===== src/rtl/sst_pkg.sv =====
`timescale 1ns/1ps
package sst_pkg;
  typedef enum logic {
    CLK_INT = 1'b0,
    CLK_EXT = 1'b1
  } clk_src_e;
endpackage


===== src/rtl/sst_sclk_gen.sv =====
`timescale 1ns/1ps
// Internal serial clock: low half then high half, one toggle per half period.
module sst_sclk_gen #(
  parameter int HALF_W = 8
) (
  input  logic              clk,
  input  logic              rst_n,
  input  logic              run,
  input  logic [HALF_W-1:0] half_cnt,
  output logic              sclk,
  output logic              fall_tick,
  output logic              rise_tick
);
  logic [HALF_W-1:0] cnt;
  logic [HALF_W-1:0] reload;

  // half periods below two are stretched to two
  always_comb begin
    if (half_cnt < HALF_W'(2)) reload = HALF_W'(1);
    else                       reload = half_cnt - HALF_W'(1);
  end

  always_ff @(posedge clk) begin
    if (!rst_n) begin
      sclk      <= 1'b1;
      cnt       <= '0;
      fall_tick <= 1'b0;
      rise_tick <= 1'b0;
    end else begin
      fall_tick <= 1'b0;
      rise_tick <= 1'b0;
      if (!run) begin
        sclk <= 1'b1;
        cnt  <= '0;
      end else if (cnt == '0) begin
        sclk      <= ~sclk;
        cnt       <= reload;
        fall_tick <= sclk;
        rise_tick <= ~sclk;
      end else begin
        cnt <= cnt - HALF_W'(1);
      end
    end
  end
endmodule


===== src/rtl/sst_edge_sync.sv =====
`timescale 1ns/1ps
// Two-flop synchronizer on the external serial clock plus edge detection.
module sst_edge_sync (
  input  logic clk,
  input  logic rst_n,
  input  logic sclk_in,
  output logic fall_tick,
  output logic rise_tick
);
  logic meta_q, sync_q, prev_q;

  always_ff @(posedge clk) begin
    if (!rst_n) begin
      meta_q <= 1'b1;
      sync_q <= 1'b1;
      prev_q <= 1'b1;
    end else begin
      meta_q <= sclk_in;
      sync_q <= meta_q;
      prev_q <= sync_q;
    end
  end

  assign fall_tick = prev_q & ~sync_q;
  assign rise_tick = ~prev_q & sync_q;
endmodule


===== src/rtl/sst_hold_reg.sv =====
`timescale 1ns/1ps
// Holding register with the empty and end flags.
module sst_hold_reg #(
  parameter int DATA_W = 8
) (
  input  logic              clk,
  input  logic              rst_n,
  input  logic              wr_valid,
  input  logic [DATA_W-1:0] wr_data,
  input  logic              take,
  input  logic              finish,
  output logic              wr_ready,
  output logic [DATA_W-1:0] hold_data,
  output logic              empty,
  output logic              end_flag
);
  assign wr_ready = empty;

  always_ff @(posedge clk) begin
    if (!rst_n) begin
      hold_data <= '0;
      empty     <= 1'b1;
      end_flag  <= 1'b1;
    end else if (wr_valid && empty) begin
      // an accepted write outranks a simultaneous stop
      hold_data <= wr_data;
      empty     <= 1'b0;
      end_flag  <= 1'b0;
    end else begin
      if (take)   empty    <= 1'b1;
      if (finish) end_flag <= 1'b1;
    end
  end
endmodule


===== src/rtl/sst_shift_core.sv =====
`timescale 1ns/1ps
// Shift register, bit counter and the last-bit continue/stop decision.
module sst_shift_core #(
  parameter int DATA_W = 8
) (
  input  logic              clk,
  input  logic              rst_n,
  input  logic              hold_full,
  input  logic [DATA_W-1:0] hold_data,
  input  logic              fall_tick,
  input  logic              rise_tick,
  output logic              take,
  output logic              finish,
  output logic              active,
  output logic              txd
);
  localparam int BIT_W = $clog2(DATA_W);
  localparam logic [BIT_W-1:0] LAST_BIT = BIT_W'(DATA_W - 1);

  logic [DATA_W-1:0] sh_q;
  logic [BIT_W-1:0]  bit_q;
  logic              last_rise;

  assign last_rise = active & rise_tick & (bit_q == LAST_BIT);
  assign take      = hold_full & (~active | last_rise);
  assign finish    = last_rise & ~hold_full;

  always_ff @(posedge clk) begin
    if (!rst_n) begin
      sh_q   <= '0;
      bit_q  <= '0;
      active <= 1'b0;
      txd    <= 1'b1;
    end else if (take) begin
      sh_q   <= hold_data;
      bit_q  <= '0;
      active <= 1'b1;
    end else if (finish) begin
      active <= 1'b0;
    end else if (active) begin
      if (fall_tick) begin
        txd  <= sh_q[0];
        sh_q <= sh_q >> 1;
      end
      if (rise_tick) bit_q <= bit_q + BIT_W'(1);
    end
  end
endmodule


===== src/rtl/sync_ser_tx.sv =====
`timescale 1ns/1ps
module sync_ser_tx
  import sst_pkg::*;
#(
  parameter int DATA_W = 8,
  parameter int HALF_W = 8
) (
  input  logic              clk,
  input  logic              rst_n,
  input  logic              ext_clk_sel,
  input  logic [HALF_W-1:0] half_cnt,
  input  logic              tx_int_en,
  input  logic              end_int_en,
  input  logic              wr_valid,
  input  logic [DATA_W-1:0] wr_data,
  output logic              wr_ready,
  input  logic              sclk_in,
  output logic              sclk_out,
  output logic              txd,
  output logic              tdr_empty,
  output logic              tx_end,
  output logic              txi_req,
  output logic              tei_req
);
  clk_src_e          src;
  logic              int_fall, int_rise, ext_fall, ext_rise;
  logic              fall_tick, rise_tick;
  logic              take, finish, active;
  logic [DATA_W-1:0] hold_data;
  logic              empty, end_flag;

  assign src = clk_src_e'(ext_clk_sel);

  sst_sclk_gen #(.HALF_W(HALF_W)) u_gen (
    .clk       (clk),
    .rst_n     (rst_n),
    .run       (active && (src == CLK_INT)),
    .half_cnt  (half_cnt),
    .sclk      (sclk_out),
    .fall_tick (int_fall),
    .rise_tick (int_rise)
  );

  sst_edge_sync u_sync (
    .clk       (clk),
    .rst_n     (rst_n),
    .sclk_in   (sclk_in),
    .fall_tick (ext_fall),
    .rise_tick (ext_rise)
  );

  always_comb begin
    if (src == CLK_EXT) begin
      fall_tick = ext_fall;
      rise_tick = ext_rise;
    end else begin
      fall_tick = int_fall;
      rise_tick = int_rise;
    end
  end

  sst_hold_reg #(.DATA_W(DATA_W)) u_hold (
    .clk       (clk),
    .rst_n     (rst_n),
    .wr_valid  (wr_valid),
    .wr_data   (wr_data),
    .take      (take),
    .finish    (finish),
    .wr_ready  (wr_ready),
    .hold_data (hold_data),
    .empty     (empty),
    .end_flag  (end_flag)
  );

  sst_shift_core #(.DATA_W(DATA_W)) u_core (
    .clk       (clk),
    .rst_n     (rst_n),
    .hold_full (~empty),
    .hold_data (hold_data),
    .fall_tick (fall_tick),
    .rise_tick (rise_tick),
    .take      (take),
    .finish    (finish),
    .active    (active),
    .txd       (txd)
  );

  assign tdr_empty = empty;
  assign tx_end    = end_flag;
  assign txi_req   = empty & tx_int_en;
  assign tei_req   = end_flag & end_int_en;
endmodule


===== config.mk =====
export PLATFORM = sky130hd
export DESIGN_NAME = sync_ser_tx
export DESIGN_NICKNAME = d
export VERILOG_FILES = /design/src/rtl/sst_pkg.sv /design/src/rtl/sst_sclk_gen.sv /design/src/rtl/sst_edge_sync.sv /design/src/rtl/sst_hold_reg.sv /design/src/rtl/sst_shift_core.sv /design/src/rtl/sync_ser_tx.sv
export SDC_FILE = /design/constraint.sdc
export NUM_CORES = 1
export LEC_CHECK = 0
export BUFFER_PORTS_ARGS = -buffer_cell sky130_fd_sc_hd__buf_2
export CORE_UTILIZATION = 45
export DETAILED_ROUTE_END_ITERATION = 10
export GPL_TIMING_DRIVEN = 1
export PLACE_DENSITY = 0.68
export SLEW_MARGIN = 30
export SYNTH_ARGS = -nofsm -noshare
export SYNTH_HDL_FRONTEND = slang
export SYNTH_HIERARCHICAL = 1
export SYNTH_SLANG_ARGS = --single-unit

===== constraint.sdc =====
create_clock -name clk -period 1.8 [get_ports clk]
set_clock_uncertainty 0.15 [all_clocks]
set_input_delay 0.54 -clock clk [delete_from_list [all_inputs] [get_ports clk]]
set_output_delay 0.54 -clock clk [all_outputs]
set_load 0.01 [all_outputs]

==> results of run 1 <==
[worst max-delay path, delay by kind of cell (launching register included)]
kind | cells | cell delay (ns)
AND/OR/NAND/NOR | 3 | 0.80
flip-flops | 1 | 0.33
buffers and inverters | 2 | 0.29
AO/OA/AOI/OAI | 1 | 0.17
[logic make-up after synthesis]
kind of cell    count (synthesis)  synth area share (%)
xor+xnor                        7                  3.25
mux                             3                  2.12
buf+inv                        21                  7.50
flops                          37                  39.3
fa+ha+maj                       4                  2.65
simple gates                   88                  26.1
compound gates                 49                  19.1
[metrics by stage]
| stage | total power, W | setup slack, ns | utilization, % |
|---|---|---|---|
| floorplan | 0.00112 | -0.134 | - |
| global placement | 0.00125 | -0.0728 | 55.9 |
| detailed placement | 0.00125 | -0.0799 | 55.9 |
| CTS | 0.00215 | -0.00965 | 60.4 |
| global route | 0.00224 | -0.0654 | 61.1 |
| finish | 0.00216 | -0.0222 | 61.1 |
[sequential cells by signal, indices dropped and copies added, names as in the netlist, 3 cells and up]
| name | flops |
|---|---|
| u_core/sh_q | 8 |
| u_hold/hold_data | 8 |
| u_core/bit_q | 3 |
| u_gen/cnt | 8 |
[cell type report]
class | count | area (um2) | area share, %
Multi-Input combinational cell | 151 | 1050 | 42.9
Sequential cell | 37 | 743 | 30.4
Timing Repair Buffer | 60 | 414 | 16.9
Clock buffer | 5 | 68.8 | 2.82
Clock inverter | 3 | 68.8 | 2.82
Tap cell | 50 | 62.6 | 2.56
Inverter | 10 | 37.5 | 1.54
[report_power, final]
part           internal (W)  switching (W)
sequential         0.000859      0.0000282
clock              0.000558       0.000325
combinational      0.000193       0.000193
total               0.00161       0.000546
[cells in the mapped netlist (all sizes together) (3+ instances only)]
library cell / instances
a31oi: 5
nor2b: 5
nand3: 16
dfxtp: 37
o221ai: 3
nand2b: 5
nand2: 17
o21ai: 21
and2: 4
or4: 3
inv: 9
a21oi: 7
nor2: 5
nor3: 11
nand4: 9
buf: 8
xor2: 5
clkbuf: 3
ha: 4
a311oi: 5
[what timing repair did]
action / in CTS / in global routing
setup endpoints to repair: 8 / 13
buffers inserted: 2 / 0
gates resized for setup: 7 / 6
pin swaps: 6 / 3
[worst paths after layout]
check	startpoint	end	slack, ns	depth (start not counted)
setup / recovery	u_gen/cnt[6]	u_gen/cnt[6]	-0.02	6
hold / removal	u_sync/meta_q	u_sync/sync_q	0.26	1
setup reg to reg	u_gen/cnt[6]	u_gen/cnt[6]	-0.02	6
hold reg to reg	u_sync/meta_q	u_sync/sync_q	0.26	1
[per-layer routing]
layer / global-route usage [%] / vias up / routed length, um
met5: 0 / - / 0
met4: 9.84 / 0 / 96
met3: 6.34 / 12 / 198
met2: 36.1 / 55 / 1930
met1: 26.9 / 795 / 2040
li1: - / 881 / -
==> summary.md, run 1 <==
| Metric | Value |
|---|---|
| PortBufs | 29 |
| Post-Syn Instances | 209 |
| GRT overflow | 0 |
| Fill cells | 362 |
| Post-synthesis cell type count | 52 |
| Critical path cell sequence | or4_4 -> buf_6 -> nor3_4 -> buf_6 -> nand4_1 -> o22ai_1 |
| Share of the synthesized area in the top cell type | 39.3% |
| Tmin final | 1.82 ns |
| Placed insts | 306 |
| DP HPWL | 3080 um |
| Tcrit/Tclk final | 101% |
| Number of diodes | 0 |
| Dominant cells by area after synthesis | dfxtp_1 (39%), o21ai_2 (4.6%), nand3_1 (4.2%), nand2_1 (3.4%), nand4_1 (3.0%) |
| Placed Area | 2230 um2 |
| Clk_lat worst skew | 0.30 ns |
| Design area | 2440 um2 |
| Final number of setup-violating endpoints | 4 |
| RSZ-0062 raised after global routing | yes |
| Post-Syn Area | 1890 um2 |
| 1st-pass router iterations | 4 |
| Worst setup path class | reg2reg |
| FMAX | 0.549 GHz |
| Status | finished, violations left |
| Worst-path clk slew | 0.08 ns |
| Most used cell, CP | buf_6 |
| Io pins | 30 |
| Seq/Total Area, Yosys | 39.3% |
| Worst-margin pin slew | 0.415 ns |
| First-pass GRT wire length | 7260 um |
| Die Y | 66.7 um |
| Max-cap viol count | 0 |
| Die X | 66.7 um |
| Commonest non-fill, non-tap cell in the layout | dfxtp_1 |
| CTS Root Cell | clkbuf_8 |
| Syn Area/Cell | 9.02 um2 |
| Vias per inst | 5.52 |
| Share of layout cells above drive strength 1 | 36.5% |
| CORE AREA | 4000 um2 |
| Vias in the first global route | 1664 |
| Largest net degree at the start of global routing | 19 |
| Arr. time, crit path | 1.89 ns |
| Initial core utilization | 47.1% |
| Failing checks | negative setup slack |
| CP Capture Type | register |
| Total Wirelength | 4270 um |
| Die Area | 4450 um2 |
| Wirelength per Cell | 13.5 um |
| Hold slack | 0.263 ns |
| Final net count | 292 |
| Syn. warnings | 6 |
| Post-synth EDFFs | 0 |
| Drc violations | 0 |
| Num Clock Sinks | 37 |
| Leak Pwr | 1.01 nW |
| Clock Tree Buf Depth | 2 |
| Max VDD drop | 521 uV |
| CP max stage delay | 0.54 ns |
| Worst Hold Class | reg2reg |
| Antenna Nets Post-Route | 0 |
| Area Growth Syn to Fin | 29.6% |
| Critical Path Source Type | register |
| Mapped Nets | 236 |
| H-tree Lvls | 2 |
| Power per cell area | 882 nW/um2 |
| Slew Limit Fails | 0 |
| Initial drt markers | 44 |
| Setup WS post-layout | -0.0222 ns |
| Worst EP required | 1.87 ns |
| #FFs+latches synth | 37 |
| GPL Wtd Cong | 0.796 |
| Normalized max-slew margin | 72.0% |
| Crit Path Max Fanout | 8 |
| Setup TNS | -0.0513 ns |
| CTS tree | done |
| Largest area contributor in the netlist | dfxtp_1 |
| Main synth FF type | dfxtp_1 |
| Rows | 23 |
| Commonest cells after routing, fill and taps aside | dfxtp_1 (35), buf_2 (29), buf_4 (26) |
| Hold Vio Cnt, Final | 0 |
| Post-Layout Cell Count | 316 |
| Slowest-stage cell, CP | or4_4 |
| Clock buffer count from CTS | 5 |
| Asr flop ratio synth | 0% |
| GRT Util Overall | 22.2% |
| DR vias | 1743 |
| Post-CTS Hold Buffers | 0 |
| Initial antenna violation count | 0 |
(Power assumes the default switching activity.)
==> run 2, diff against run 1 <==
Settings changed: PLACE_DENSITY 0.68 to 0.69, SYNTH_HIERARCHICAL 1 to unset.
==> summary.md, run 2 <==
| Metric | Value |
|---|---|
| Util after Layout | 65.1% (+4.0 points) |
| Mapped Nets | 223 (-5.5%) |
| Setup WS post-layout | -0.0367 ns (-0.0145 ns) |
| Final number of setup-violating endpoints | 4 (unchanged) |
| Main synth FF type | dfxtp_1 |
| Storage cell area | 749 um2 (+0.84%) |
| Num Clock Sinks | 37 (unchanged) |
| Area occupied by multi-input gates | 1040 um2 (-1.2%) |
| Hold Vio Cnt, Final | 0 (unchanged) |
| Commonest cells after routing, fill and taps aside | buf_4 (33), dfxtp_1 (32), buf_2 (29) |
| Synth Area in Simple Gates | 23.9% (-2.2 points) |
| Post-synthesis cell type count | 45 (-13%) |
| Leak Pwr | 1.01 nW (+0.40%) |
| GPL Wtd Cong | 0.784 (-1.6%) |
| Final net count | 287 (-1.7%) |
| RSZ-0062 raised after global routing | yes |
| Max VDD drop | 350 uV (-33%) |
| Worst setup path class | reg2reg |
| Mux cell area share after synthesis | 1.80% (-0.32 points) |
| Share of the synthesized area in the top cell type | 42.7% (+3.4 points) |
| Tcrit/Tclk final | 102% (+0.81 points) |
| Die Area | 4110 um2 (-7.8%) |
| Io pins | 30 (unchanged) |
| PortBufs | 29 (unchanged) |
| Share of layout cells above drive strength 1 | 38.7% (+2.2 points) |
| Initial core utilization | 47.0% (-0.12 points) |
| Asr flop ratio synth | 0% (unchanged) |
| Slowest-stage cell, CP | or4b_4 |
| Drc violations | 0 (unchanged) |
| Largest net degree at the start of global routing | 17 (-2) |
| Worst-margin pin slew | 0.366 ns (-0.0493 ns) |
| Total Wirelength | 3900 um (-8.6%) |
| Cell family with most CP delay | simple AND/OR/NAND/NOR gates |
| Synth Area in XOR/XNOR | 2.53% (-0.73 points) |
| Top post-synthesis cells by count | dfxtp_1 (37), nand2_1 (23), a21oi_1 (15), or3_1 (15), nor2_1 (10) |
| Top-count cell post-synth | dfxtp_1 |
| Initial drt markers | 87 (+98%) |
| Seq/Total Area, Yosys | 42.7% (+3.4 points) |
| Crit path buf inv count | 1 (-1) |
| CORE AREA | 3690 um2 (-7.8%) |
| Die X | 64.1 um (-4.0%) |
| Clk_lat worst skew | 0.29 ns (about the same) |
| Initial antenna violation count | 0 (unchanged) |
| Worst-path clk slew | 0.07 ns (about the same) |
| GRT overflow | 0 (unchanged) |
| #FFs+latches synth | 37 (unchanged) |
| Max-cap viol count | 0 (unchanged) |
| Clock buffer count from CTS | 5 (unchanged) |
| Largest family of logic cells by synthesized area | simple AND/OR/NAND/NOR gates |
| Fill cells | 327 (-9.7%) |
| Syn Area/Cell | 8.85 um2 (-1.9%) |
| Number of diodes | 0 (unchanged) |
| Vias in the first global route | 1564 (-6.0%) |
| Arr. time, crit path | 1.89 ns (about the same) |
| Normalized max-slew margin | 75.3% (+3.2 points) |
| Wirelength per Cell | 12.6 um (-6.6%) |
| Tmin final | 1.84 ns (+0.0145 ns) |
| Largest area contributor in the netlist | dfxtp_1 |
| FMAX | 0.544 GHz (-0.79%) |
| Antenna Nets Post-Route | 0 (unchanged) |
| DR vias | 1610 (-7.6%) |
| First-pass GRT wire length | 6580 um (-9.3%) |
| Top Registers | u_core.sh_q (8), u_gen.cnt (8), u_hold.hold_data (8) |
| Area Growth Syn to Fin | 38.4% |
| Post-place setup slack | -0.130 ns (-0.0501 ns) |
| Post-Syn Area | 1730 um2 (-8.0%) |
| Critical path cell sequence | inv_2 -> ha_4 -> or4b_4 -> or2_4 -> a221oi_2 |
| Commonest non-fill, non-tap cell in the layout | buf_4 |
| Syn. warnings | 0 (-6) |
| Rows | 22 (-4.3%) |
| Critical Path Source Type | register |
| CTS tree | done |
| DP HPWL | 2780 um (-9.5%) |
| Post-synth EDFFs | 0 (unchanged) |
| 1st-pass router iterations | 4 (unchanged) |
| H-tree Lvls | 2 (unchanged) |
| Post-Layout Cell Count | 309 (-2.2%) |
| Post-Synth Adder-Cell Area | 2.89% (+0.23 points) |
| Placed insts | 298 (-2.6%) |
| CTS Root Cell | clkbuf_8 |
| CP max stage delay | 0.51 ns (-0.03 ns) |
| Failing checks | negative setup slack |
| Clock Tree Buf Depth | 2 (unchanged) |
| Die Y | 64.1 um (-4.0%) |
| GRT Util Overall | 21.0% (-1.3 points) |
| Status | finished, violations left |
| CP Capture Type | register |
| Slew Limit Fails | 0 (unchanged) |
| Worst Hold Class | reg2reg |
| Post-synthesis compound-gate area fraction | 21.6% (+2.5 points) |
| Vias per inst | 5.21 (-5.5%) |
| Post-Syn Instances | 196 (-6.2%) |
| Crit Path Max Fanout | 7 (-1) |
| Power per cell area | 809 nW/um2 (-8.3%) |
| Dominant cells by area after synthesis | dfxtp_1 (43%), or3_1 (5.4%), nand2_1 (5.0%), a21oi_1 (4.3%), o2111a_1 (3.2%) |
| Worst EP required | 1.86 ns (about the same) |
-- run 2: cell types whose count changed in the layout (fill, tap and decap cells not counted), sizes merged, moves of 6 or more --
cell / before / now
buf: 60 / 66
nand4: 9 / 0
or3: 2 / 15
a21oi: 7 / 15
o21ai: 21 / 8
nand2: 17 / 23
nor3: 11 / 5
nand3: 16 / 2
-- run 2: per-layer routing --
metal	share of wire, %	global-route usage (%)	up-vias
met5	0	0	-
li1	-	-	844
met1	45	22.8	720
met4	1.2	7.39	0
met3	4.1	5.89	5
met2	50	38.3	41
-- run 2: worst paths after layout --
| check | endpoint | slack (ns) | cells past startpoint | start |
|---|---|---|---|---|
| worst min-delay path | u_sync.sync_q | 0.26 | 1 | u_sync.meta_q |
| worst max-delay path | u_gen.cnt[0] | -0.04 | 5 | u_gen.cnt[0] |
| worst max register to register | u_gen.cnt[0] | -0.04 | 5 | u_gen.cnt[0] |
| worst min register to register | u_sync.sync_q | 0.26 | 1 | u_sync.meta_q |
-- run 2: cell families after synthesis --
| family | after synthesis |
|---|---|
| AOI/OAI and AO/OA | 51 |
| muxes | 3 |
| and+or+nand+nor | 78 |
| buffers and inverters | 18 |
| adders and majority gates | 4 |
| xor gates and xnor gates | 5 |
| DFF | 37 |
-- run 2: final cells by class --
cell class | instances | share of cell area [%]
multi-input combinational | 141 | 43.2
sequential | 37 | 31.2
timing repair buffer | 66 | 18.2
clock buffer | 6 | 3.02
tap | 48 | 2.50
inverter | 9 | 1.41
clock inverter | 2 | 0.417
-- run 2: timing repair --
action / in CTS / in global routing
pin swaps: 5 / 10
setup buffers: 3 / 0
setup endpoints to repair: 18 / 20
hold buffers: 0 / 0
resized for setup: 14 / 14
-- run 2: through the flow --
| stage | cell area (um2) | hold slack, ns | power (W) | TNS, ns |
|---|---|---|---|---|
| 3_3_place_gp | 2170 | 0.239 | 0.00133 | -1.20 |
| 4_1_cts | 2340 | 0.265 | 0.00191 | -0.0197 |
| 3_5_place_dp | 2170 | 0.248 | 0.00134 | -1.71 |
| 5_1_grt | 2400 | 0.276 | 0.00205 | -0.486 |
| 2_1_floorplan | 1760 | 0.236 | 0.00117 | -0.0199 |
| 6_report | 2400 | 0.260 | 0.00194 | -0.0733 |
-- run 2: report_power, final --
part | switching [W] | internal (W) | leakage, nW | total [W]
clock network | 0.000285 | 0.000268 | 0.0450 | 0.000553
registers | 0.0000368 | 0.000865 | 0.304 | 0.000901
logic | 0.000232 | 0.000255 | 0.661 | 0.000487
